### src/rtl/tlbPkg.sv
package tlbPkg;
  typedef struct packed {
    logic flush;
    logic fill;
    logic touch;
    logic countHit;
    logic countMiss;
  } tlbStrobeT;
endpackage

### src/rtl/tlbDatapath.sv
module tlbDatapath
  import tlbPkg::*;
#(
  parameter int ENTRIES = 8,
  parameter int VPN_W = 20,
  parameter int PFN_W = 20,
  localparam int IDX_W = $clog2(ENTRIES)
) (
  input  logic                     clk,
  input  logic                     rstN,
  input  logic                     lookupValid,
  input  logic [VPN_W-1:0]         lookupVpn,
  input  logic [VPN_W-1:0]         refillVpn,
  input  logic [PFN_W-1:0]         refillPfn,
  input  tlbStrobeT                strobe,
  input  logic [IDX_W-1:0]         fillIdx,
  input  logic [IDX_W-1:0]         touchIdx,
  output logic [ENTRIES-1:0]       validVec,
  output logic [ENTRIES-1:0]       matchVec,
  output logic [ENTRIES*IDX_W-1:0] rankFlat,
  output logic                     hit,
  output logic [PFN_W-1:0]         frame
);
  logic [VPN_W-1:0] entVpn [ENTRIES];
  logic [PFN_W-1:0] entPfn [ENTRIES];
  logic [IDX_W-1:0] rank   [ENTRIES];

  logic             moveEn;
  logic [IDX_W-1:0] pivotIdx;
  logic [IDX_W-1:0] pivotRank;

  assign moveEn    = strobe.fill | strobe.touch;
  assign pivotIdx  = strobe.fill ? fillIdx : touchIdx;
  assign pivotRank = rank[pivotIdx];

  for (genvar i = 0; i < ENTRIES; i++) begin : gEntry
    assign matchVec[i] = lookupValid && validVec[i] && (entVpn[i] == lookupVpn);
    assign rankFlat[i*IDX_W +: IDX_W] = rank[i];

    always_ff @(posedge clk) begin
      if (!rstN || strobe.flush) begin
        validVec[i] <= 1'b0;
        rank[i]     <= IDX_W'(i);
      end else begin
        if (strobe.fill && fillIdx == IDX_W'(i)) begin
          validVec[i] <= 1'b1;
          entVpn[i]   <= refillVpn;
          entPfn[i]   <= refillPfn;
        end
        if (moveEn) begin
          if (pivotIdx == IDX_W'(i))
            rank[i] <= '0;
          else if (rank[i] < pivotRank)
            rank[i] <= rank[i] + 1'b1;
        end
      end
    end
  end

  always_comb begin
    frame = '0;
    for (int i = 0; i < ENTRIES; i++)
      if (matchVec[i]) frame = frame | entPfn[i];
  end

  assign hit = |matchVec;

  logic [ENTRIES-1:0] rankSeen;
  always_comb begin
    rankSeen = '0;
    for (int i = 0; i < ENTRIES; i++) rankSeen[rank[i]] = 1'b1;
  end

  AST_FLUSH_EMPTY: assert property (@(posedge clk) disable iff (!rstN)
    strobe.flush |=> (validVec == '0));
  AST_RANK_PERMUTATION: assert property (@(posedge clk) disable iff (!rstN)
    $countones(rankSeen) == ENTRIES);
  AST_PIVOT_MRU: assert property (@(posedge clk) disable iff (!rstN)
    (moveEn && !strobe.flush) |=> (rank[$past(pivotIdx)] == '0));
  AST_FILL_VALID: assert property (@(posedge clk) disable iff (!rstN)
    (strobe.fill && !strobe.flush) |=> validVec[$past(fillIdx)]);
  AST_NO_LOOKUP_NO_HIT: assert property (@(posedge clk) disable iff (!rstN)
    !lookupValid |-> !hit);
endmodule

### src/rtl/tlbControl.sv
module tlbControl
  import tlbPkg::*;
#(
  parameter int ENTRIES = 8,
  parameter int CNT_W = 16,
  localparam int IDX_W = $clog2(ENTRIES)
) (
  input  logic                     clk,
  input  logic                     rstN,
  input  logic                     lookupValid,
  input  logic                     refillValid,
  input  logic                     flush,
  input  logic [ENTRIES-1:0]       validVec,
  input  logic [ENTRIES-1:0]       matchVec,
  input  logic [ENTRIES*IDX_W-1:0] rankFlat,
  input  logic                     hit,
  output tlbStrobeT                strobe,
  output logic [IDX_W-1:0]         fillIdx,
  output logic [IDX_W-1:0]         touchIdx,
  output logic [CNT_W-1:0]         hitCount,
  output logic [CNT_W-1:0]         missCount
);
  localparam logic [IDX_W-1:0] OLDEST = IDX_W'(ENTRIES - 1);

  logic             anyFree;
  logic [IDX_W-1:0] freeIdx;
  logic [IDX_W-1:0] oldIdx;

  always_comb begin
    anyFree = 1'b0;
    freeIdx = '0;
    for (int i = ENTRIES - 1; i >= 0; i--)
      if (!validVec[i]) begin
        anyFree = 1'b1;
        freeIdx = IDX_W'(i);
      end
  end

  always_comb begin
    oldIdx = '0;
    for (int i = 0; i < ENTRIES; i++)
      if (rankFlat[i*IDX_W +: IDX_W] == OLDEST) oldIdx = IDX_W'(i);
  end

  always_comb begin
    touchIdx = '0;
    for (int i = 0; i < ENTRIES; i++)
      if (matchVec[i]) touchIdx = IDX_W'(i);
  end

  assign fillIdx = anyFree ? freeIdx : oldIdx;

  always_comb begin
    strobe.flush     = flush;
    strobe.fill      = refillValid && !flush;
    strobe.touch     = hit && !refillValid && !flush;
    strobe.countHit  = lookupValid && hit;
    strobe.countMiss = lookupValid && !hit;
  end

  always_ff @(posedge clk) begin
    if (!rstN) begin
      hitCount  <= '0;
      missCount <= '0;
    end else begin
      if (strobe.countHit)  hitCount  <= hitCount + 1'b1;
      if (strobe.countMiss) missCount <= missCount + 1'b1;
    end
  end

  AST_MATCH_UNIQUE: assert property (@(posedge clk) disable iff (!rstN)
    $onehot0(matchVec));
  AST_FREE_FIRST: assert property (@(posedge clk) disable iff (!rstN)
    (refillValid && !(&validVec)) |-> !validVec[fillIdx]);
  AST_COUNT_STEP: assert property (@(posedge clk) disable iff (!rstN)
    lookupValid |=> (CNT_W'(hitCount + missCount) == CNT_W'($past(hitCount) + $past(missCount) + 1'b1)));
  AST_IDLE_COUNT: assert property (@(posedge clk) disable iff (!rstN)
    !lookupValid |=> ($stable(hitCount) && $stable(missCount)));
endmodule

### src/rtl/tlbLru.sv
module tlbLru
  import tlbPkg::*;
#(
  parameter int ENTRIES = 8,
  parameter int VPN_W = 20,
  parameter int PFN_W = 20,
  parameter int CNT_W = 16
) (
  input  logic             clk,
  input  logic             rstN,
  input  logic             lookupValid,
  input  logic [VPN_W-1:0] lookupVpn,
  output logic             hit,
  output logic [PFN_W-1:0] frame,
  output logic             refillReq,
  input  logic             refillValid,
  input  logic [VPN_W-1:0] refillVpn,
  input  logic [PFN_W-1:0] refillPfn,
  input  logic             flush,
  output logic [CNT_W-1:0] hitCount,
  output logic [CNT_W-1:0] missCount
);
  localparam int IDX_W = $clog2(ENTRIES);

  tlbStrobeT                strobe;
  logic [IDX_W-1:0]         fillIdx;
  logic [IDX_W-1:0]         touchIdx;
  logic [ENTRIES-1:0]       validVec;
  logic [ENTRIES-1:0]       matchVec;
  logic [ENTRIES*IDX_W-1:0] rankFlat;

  tlbDatapath #(.ENTRIES(ENTRIES), .VPN_W(VPN_W), .PFN_W(PFN_W)) u_datapath (
    .clk(clk), .rstN(rstN), .lookupValid(lookupValid), .lookupVpn(lookupVpn),
    .refillVpn(refillVpn), .refillPfn(refillPfn), .strobe(strobe),
    .fillIdx(fillIdx), .touchIdx(touchIdx), .validVec(validVec),
    .matchVec(matchVec), .rankFlat(rankFlat), .hit(hit), .frame(frame)
  );

  tlbControl #(.ENTRIES(ENTRIES), .CNT_W(CNT_W)) u_control (
    .clk(clk), .rstN(rstN), .lookupValid(lookupValid), .refillValid(refillValid),
    .flush(flush), .validVec(validVec), .matchVec(matchVec), .rankFlat(rankFlat),
    .hit(hit), .strobe(strobe), .fillIdx(fillIdx), .touchIdx(touchIdx),
    .hitCount(hitCount), .missCount(missCount)
  );

  assign refillReq = lookupValid && !hit;

  AST_MISS_REQ: assert property (@(posedge clk) disable iff (!rstN)
    refillReq |-> (lookupValid && !hit));
endmodule

### config.mk
export PLATFORM = sky130hd
export DESIGN_NAME = tlbLru
export DESIGN_NICKNAME = d
export VERILOG_FILES = /design/src/rtl/tlbPkg.sv /design/src/rtl/tlbDatapath.sv /design/src/rtl/tlbControl.sv /design/src/rtl/tlbLru.sv
export SDC_FILE = /design/constraint.sdc
export NUM_CORES = 1
export LEC_CHECK = 0
export BUFFER_PORTS_ARGS = -buffer_cell sky130_fd_sc_hd__buf_2
export CAP_MARGIN = 5
export CORE_ASPECT_RATIO = 0.9
export CORE_MARGIN = 3
export CORE_UTILIZATION = 50
export DETAILED_ROUTE_END_ITERATION = 10
export PLACE_DENSITY = 0.72
export SLEW_MARGIN = 5
export SYNTH_ARGS = -nofsm -noshare
export SYNTH_HDL_FRONTEND = slang
export SYNTH_SLANG_ARGS = --single-unit
### constraint.sdc
create_clock -name clk -period 5.1 [get_ports clk]
set_clock_uncertainty 0.05 [all_clocks]
set_input_delay 0.765 -clock clk [delete_from_list [all_inputs] [get_ports clk]]
set_output_delay 0.765 -clock clk [all_outputs]
set_load 0.01 [all_outputs]
# Word level (Yosys, flattened, before mapping)
# Memories as Yosys holds them, arrays and structs flattened.
# Index checks and enable logic that the tools add are counted.
# word_totals
register_bits	40
ram_bits	344
input_bits	65
output_inout_bits	54
word_cells	331
memories	3
# classes
addsub	10
magnitude_cmp	8
eq_ne	29
mux	196
bitwise_logic	24
n_reduce_logical	51
# memory_table
name	words	word_bits	rd	rd_ports_with_merged_regs	write_ports	line_no	source
u_datapath.entPfn	8	20	8	0	1	tlbDatapath.sv:25	logic [PFN_W-1:0] entPfn [ENTRIES];
u_datapath.entVpn	8	20	8	0	1	tlbDatapath.sv:24	logic [VPN_W-1:0] entVpn [ENTRIES];
u_datapath.rank	8	3	9	0	8	tlbDatapath.sv:26	logic [IDX_W-1:0] rank [ENTRIES];
# ops
op	n
20-bit 2-to-1 mux	22
20-bit OR reduction	14
20-bit equality test	8
3-bit 2-to-1 mux	48
20-bit bitwise OR	7
1-bit 2-to-1 mux	122
3-bit equality test (second input constant)	15
16-bit by 1-bit adder with 16-bit output (second input constant)	2
1-bit logical AND	29
3-bit by 1-bit adder with 3-bit output (second input constant)	8
3-bit less-than comparator	8
1-bit bitwise OR	17
3-bit by 2-bit equality test with 1-bit output (second input constant)	4
2-bit 2-to-1 mux	4
8-bit OR reduction	1
3-bit by 1-bit equality test with 1-bit output (second input constant)	2
3-bit zero test	2
1-bit zero test	4
1-bit logical OR	1

# Depth between registers and ports, before layout
# An unclocked memory read counts as a cell.
# logic_depth
depth_word	23
mapped_depth	18
mapped_depth_nobuf	16

# Hierarchy
# A second synthesis with hierarchy kept.
# unflattened
cells_unflattened	1144
hier_area_um2	16478.3
# modules_own_cells
mod	n_inst	cells_each	area_per_inst_um2	seq_area_each_um2
tlbDatapath	1	942	14828.0	10490.1
tlbControl	1	201	1636.6	640.6
tlbLru	1	1	13.8	0.0

# Worst setup path before layout
# No wires, ideal clock.
# synth_timing
kind	register -> register
from	mem u_datapath.rank[2][1] (netlist name)
to	mem u_datapath.entPfn[1][0], in the netlist u_datapath.entPfn[0][20], enable pin
setup_ns	0.489
arrival_time_ns	4.654
required_ns	4.561
slack_ns	-0.094
stages_incl_launch_ff	9
n_path_buf	0
period_less_slack_ns	5.194
cell_sequence	edfxtp_1 -> ha_1 -> ha_1 -> nand2b_1 -> a221oi_1 -> o311ai_0 -> a21boi_1 -> inv_1 -> nor3_1
# synth_lines
item	line_no
start, declared	tlbDatapath.sv:26
end, declared	tlbDatapath.sv:25

==> metrics.md <==
| Metric | Value |
|---|---|
| Fin cells | about 1800 |
| Crit-path slowest cell | nor4_1 |
| Die H | 179 um |
| Critical path required time | ~5.3 ns |
| Clk_lat worst skew | ~0.55 ns |
| Pin count of the biggest net entering global routing | 42 |
| FF+latch area | roughly 11000 um^2 |
| Overflow after GRT | 0 |
| Initial core utilization | approximately half |
| Routability cong. | 0.911 |
| Drt first pass iters | 5 |
| P&R area growth vs syn | 15.5% |
| First-pass GRT wire length | roughly 60 mm |
| Core area | around 32000 um^2 |
| Reg2reg path depth | 14 |
| Layout fillers | about 2500 |
| CTS sink count | approximately 380 |
| HPWL Detailed | around 25 mm |
| Number of synthesized flops with an enable pin | roughly 340 |
| Routed vias/inst | between 5 and 6 |
| Hold Crit Start | refillPfn[14] |
| CTS tree | built |
| CP cell instances | buf_2 -> xor2_1 -> nor4_1 -> nand4_1 -> or4_4 -> a211oi_4 -> a21o_1 -> mux2i_1 -> nand2_1 -> a31oi_1 -> buf_4 -> ha_1 -> o21a_1 -> o311ai_1 -> buf_4 |
| Net count after synthesis | ~1200 |
| Final ANT Viol Nets | 0 |
| Vias | around 10000 |
| Number of global-route vias before repair | between 9000 and 10000 |
| WL met1 | roughly 17 mm |
| I/O Buffers | between 100 and 150 |
| DR WL met3 | 2.68 mm |
| Dpl ws | -0.102 ns |
| Max FO, Critical Path | 8 |
| Worst Hold Class | input port to flop |
| Ys Warns | 0 |
| Most instantiated cells after synthesis | edfxtp_1, xor2_1, xnor2_1 |
| Worst Hold Depth | 1 |
| Crit-path max cell delay | roughly 0.61 ns |
| Die area | between 30000 and 40000 um^2 |
| Layout cells sized above 1 | 20.0% |
| Hold Path End | u_datapath.entPfn[1][54]$_DFFE_PP_ |
| Clock root cell | clkbuf_16 |
| Cells after Synth | between 1000 and 1500 |
| Worst Max-Slew Pin Slew | 1.05 ns |
| Fin crit share | between 90% and 100% |
| Area taken by multi-input logic gates | approximately 5200 um^2 |
| Final #Nets | 1405 |
| Wire length per cell | ~22 um |
| Synth area leaders | edfxtp_1, xor2_1, dfxtp_1, xnor2_1, ha_1 |
| # IOs | ~120 |
| Max-slew violations | 0 |
| Post-CTS setup buffer count | 0 |
| Inst Count DP | 1690 |
| Total GRT Usage | between 20 and 25% |
| Cell mode on critical path | buf_4 |
| Delay-heaviest family, CP | simple AND/OR/NAND/NOR gates |
| Most frequent cell after synthesis | edfxtp_1 |
| CTS Buf Count | 39 |
| Antenna violations before repair | 3 |
| Total chip power | 6480 uW |
| # H-tree levels | 2 |
| WHS | 0.447 ns |
| Synth unique cells | between 70 and 80 |
| Leak | ~0.0068 uW |
| Max transition margin | approximately 30% |
| Drt initial violations | slightly below 900 |
| Outcome | complete, no violations |
| Worst R2R Start | u_datapath.entVpn[1][41]$_DFFE_PP_ |
| Pwr dens | ~340 nW/um^2 |
| DRC | 0 |
| Hold-fix buffers, CTS | 0 |
| Crit Path Class | input port to flop |
| Post-synth ARST share | 0% |
| Setup crit end kind | flop |
| Largest area contributor in the netlist | edfxtp_1 |
| RSZ-0062 raised after global routing | false |
| FF-to-FF setup slack | 0.43 ns |
| Fmax | ~210 MHz |
| VDD IR-drop max | approximately 0.25 mV |
| Hold Vio Cnt, Final | 0 |
| Buffers & Inverters on Critical Path | 3 |
| Setup ws final | about 0.35 ns |
| Met2 wire len | 18.2 mm |
| Ys flop type | edfxtp_1 |
| Synth Register Bits | about 380 |
| Fin crit period | roughly 4.7 ns |
| Number of placement rows | 62 |
| Max-cap viol count | 0 |
| Final core occ | between 50% and 60% |
| Cell Area, Synth | around 17000 um^2 |
| Share of the yosys chip area belonging to registers | ~67% |
| Critical R2R Capture | u_datapath.rank[4][2]$_SDFFCE_PN1P_ |
| Clock Tree Buf Depth | 3 |
| Top sig layer | met5 |
| Post-synth top area share | 62.2% |
| Final setup viols | 0 |
| Drt total wl | around 39 mm |
| Avg Synthesized Cell Area | approximately 15 um^2 |
| Clk slew on worst S/H paths | approximately 0.060 ns |
| Crit path DAT | between 4 and 5 ns |
| Worst setup SP type | input port |
| Post-CTS sizing | 0 |
| Die width | between 150 and 200 um |
[how the worst max path moves through the flow]
stage / start / endpoint / cells past startpoint
6_report: lookupVpn[1] / u_datapath.rank[4][2]$_SDFFCE_PN1P_ / 15
5_1_grt: lookupVpn[1] / u_datapath.rank[4][2]$_SDFFCE_PN1P_ / 15
4_1_cts: lookupVpn[1] / u_datapath.rank[4][2]$_SDFFCE_PN1P_ / 15
3_5_place_dp: lookupVpn[1] / u_datapath.rank[4][1]$_SDFFCE_PN0P_ / 15
3_3_place_gp: lookupVpn[1] / u_datapath.rank[0][1]$_SDFFCE_PN0P_ / 14
2_1_floorplan: u_datapath.rank[7][0]$_DFFE_PP_ / u_datapath.entPfn[0][0]$_DFFE_PP_ / 7
[cells by family (layout without fill, tap and decap cells)]
group	count (synthesis)	count (layout)	share of synthesized area (%)
xor+xnor	184	184	9.70
simple gates	272	272	9.00
buf+inv	71	269	2.25
compound gates	194	194	9.38
flops	384	384	67.0
fa+ha+maj	25	25	1.88
other cells	0	1	0
mux	12	12	0.761
[layer usage]
metal	GRT usage, %	vias up
met5	0	-
met2	34.7	372
li1	-	4731
met4	6.04	4
met3	4.02	76
met1	31.8	5065
[final cells by class]
cell class	count	share of cell area, %
Antenna cell	1	0.0130
Clock buffer	51	5.49
Clock inverter	15	0.646
Inverter	20	0.391
Multi-Input combinational cell	687	27.1
Sequential cell	384	58.0
Tap cell	416	2.71
Timing Repair Buffer	183	5.62
[state kept, by name (all words and copies together), names as in the netlist]
register / count
u_control.hitCount: 16
u_datapath.entPfn: 160
u_datapath.validVec: 8
u_datapath.entVpn: 160
u_datapath.rank: 24
u_control.missCount: 16
[placed cells by master (no fill, tap or decap), types with 21 or more instances in the layout]
master | Yosys | routed
nand3_1 | 25 | 25
dfxtp_1 | 40 | 40
o21ai_0 | 22 | 22
buf_2 | 11 | 118
xor2_1 | 111 | 111
nor2_1 | 35 | 28
nand2_1 | 58 | 58
edfxtp_1 | 344 | 344
a221oi_1 | 21 | 21
clkbuf_16 | 0 | 40
nor4_1 | 27 | 25
and2_1 | 29 | 29
xnor2_1 | 73 | 73
buf_4 | 3 | 65
nand4_1 | 29 | 29
a22oi_1 | 40 | 40
ha_1 | 25 | 25
[per-stage QoR]
step,area [um^2],setup TNS [ns]
after floorplan,16600,0
after CTS,19200,0
after global placement,18000,-0.278
after detailed placement,18000,-0.418
final,19200,0
after global routing,19200,0
[power by group]
part	total [uW]	switching (uW)	internal [uW]	leakage (uW)
clock network	2660	1150	1510	0.000565
registers	3470	19.6	3450	0.00343
logic	344	215	129	0.00285
total	6480	1390	5090	0.00685
No activity file was read; power rests on OpenSTA's default activity.
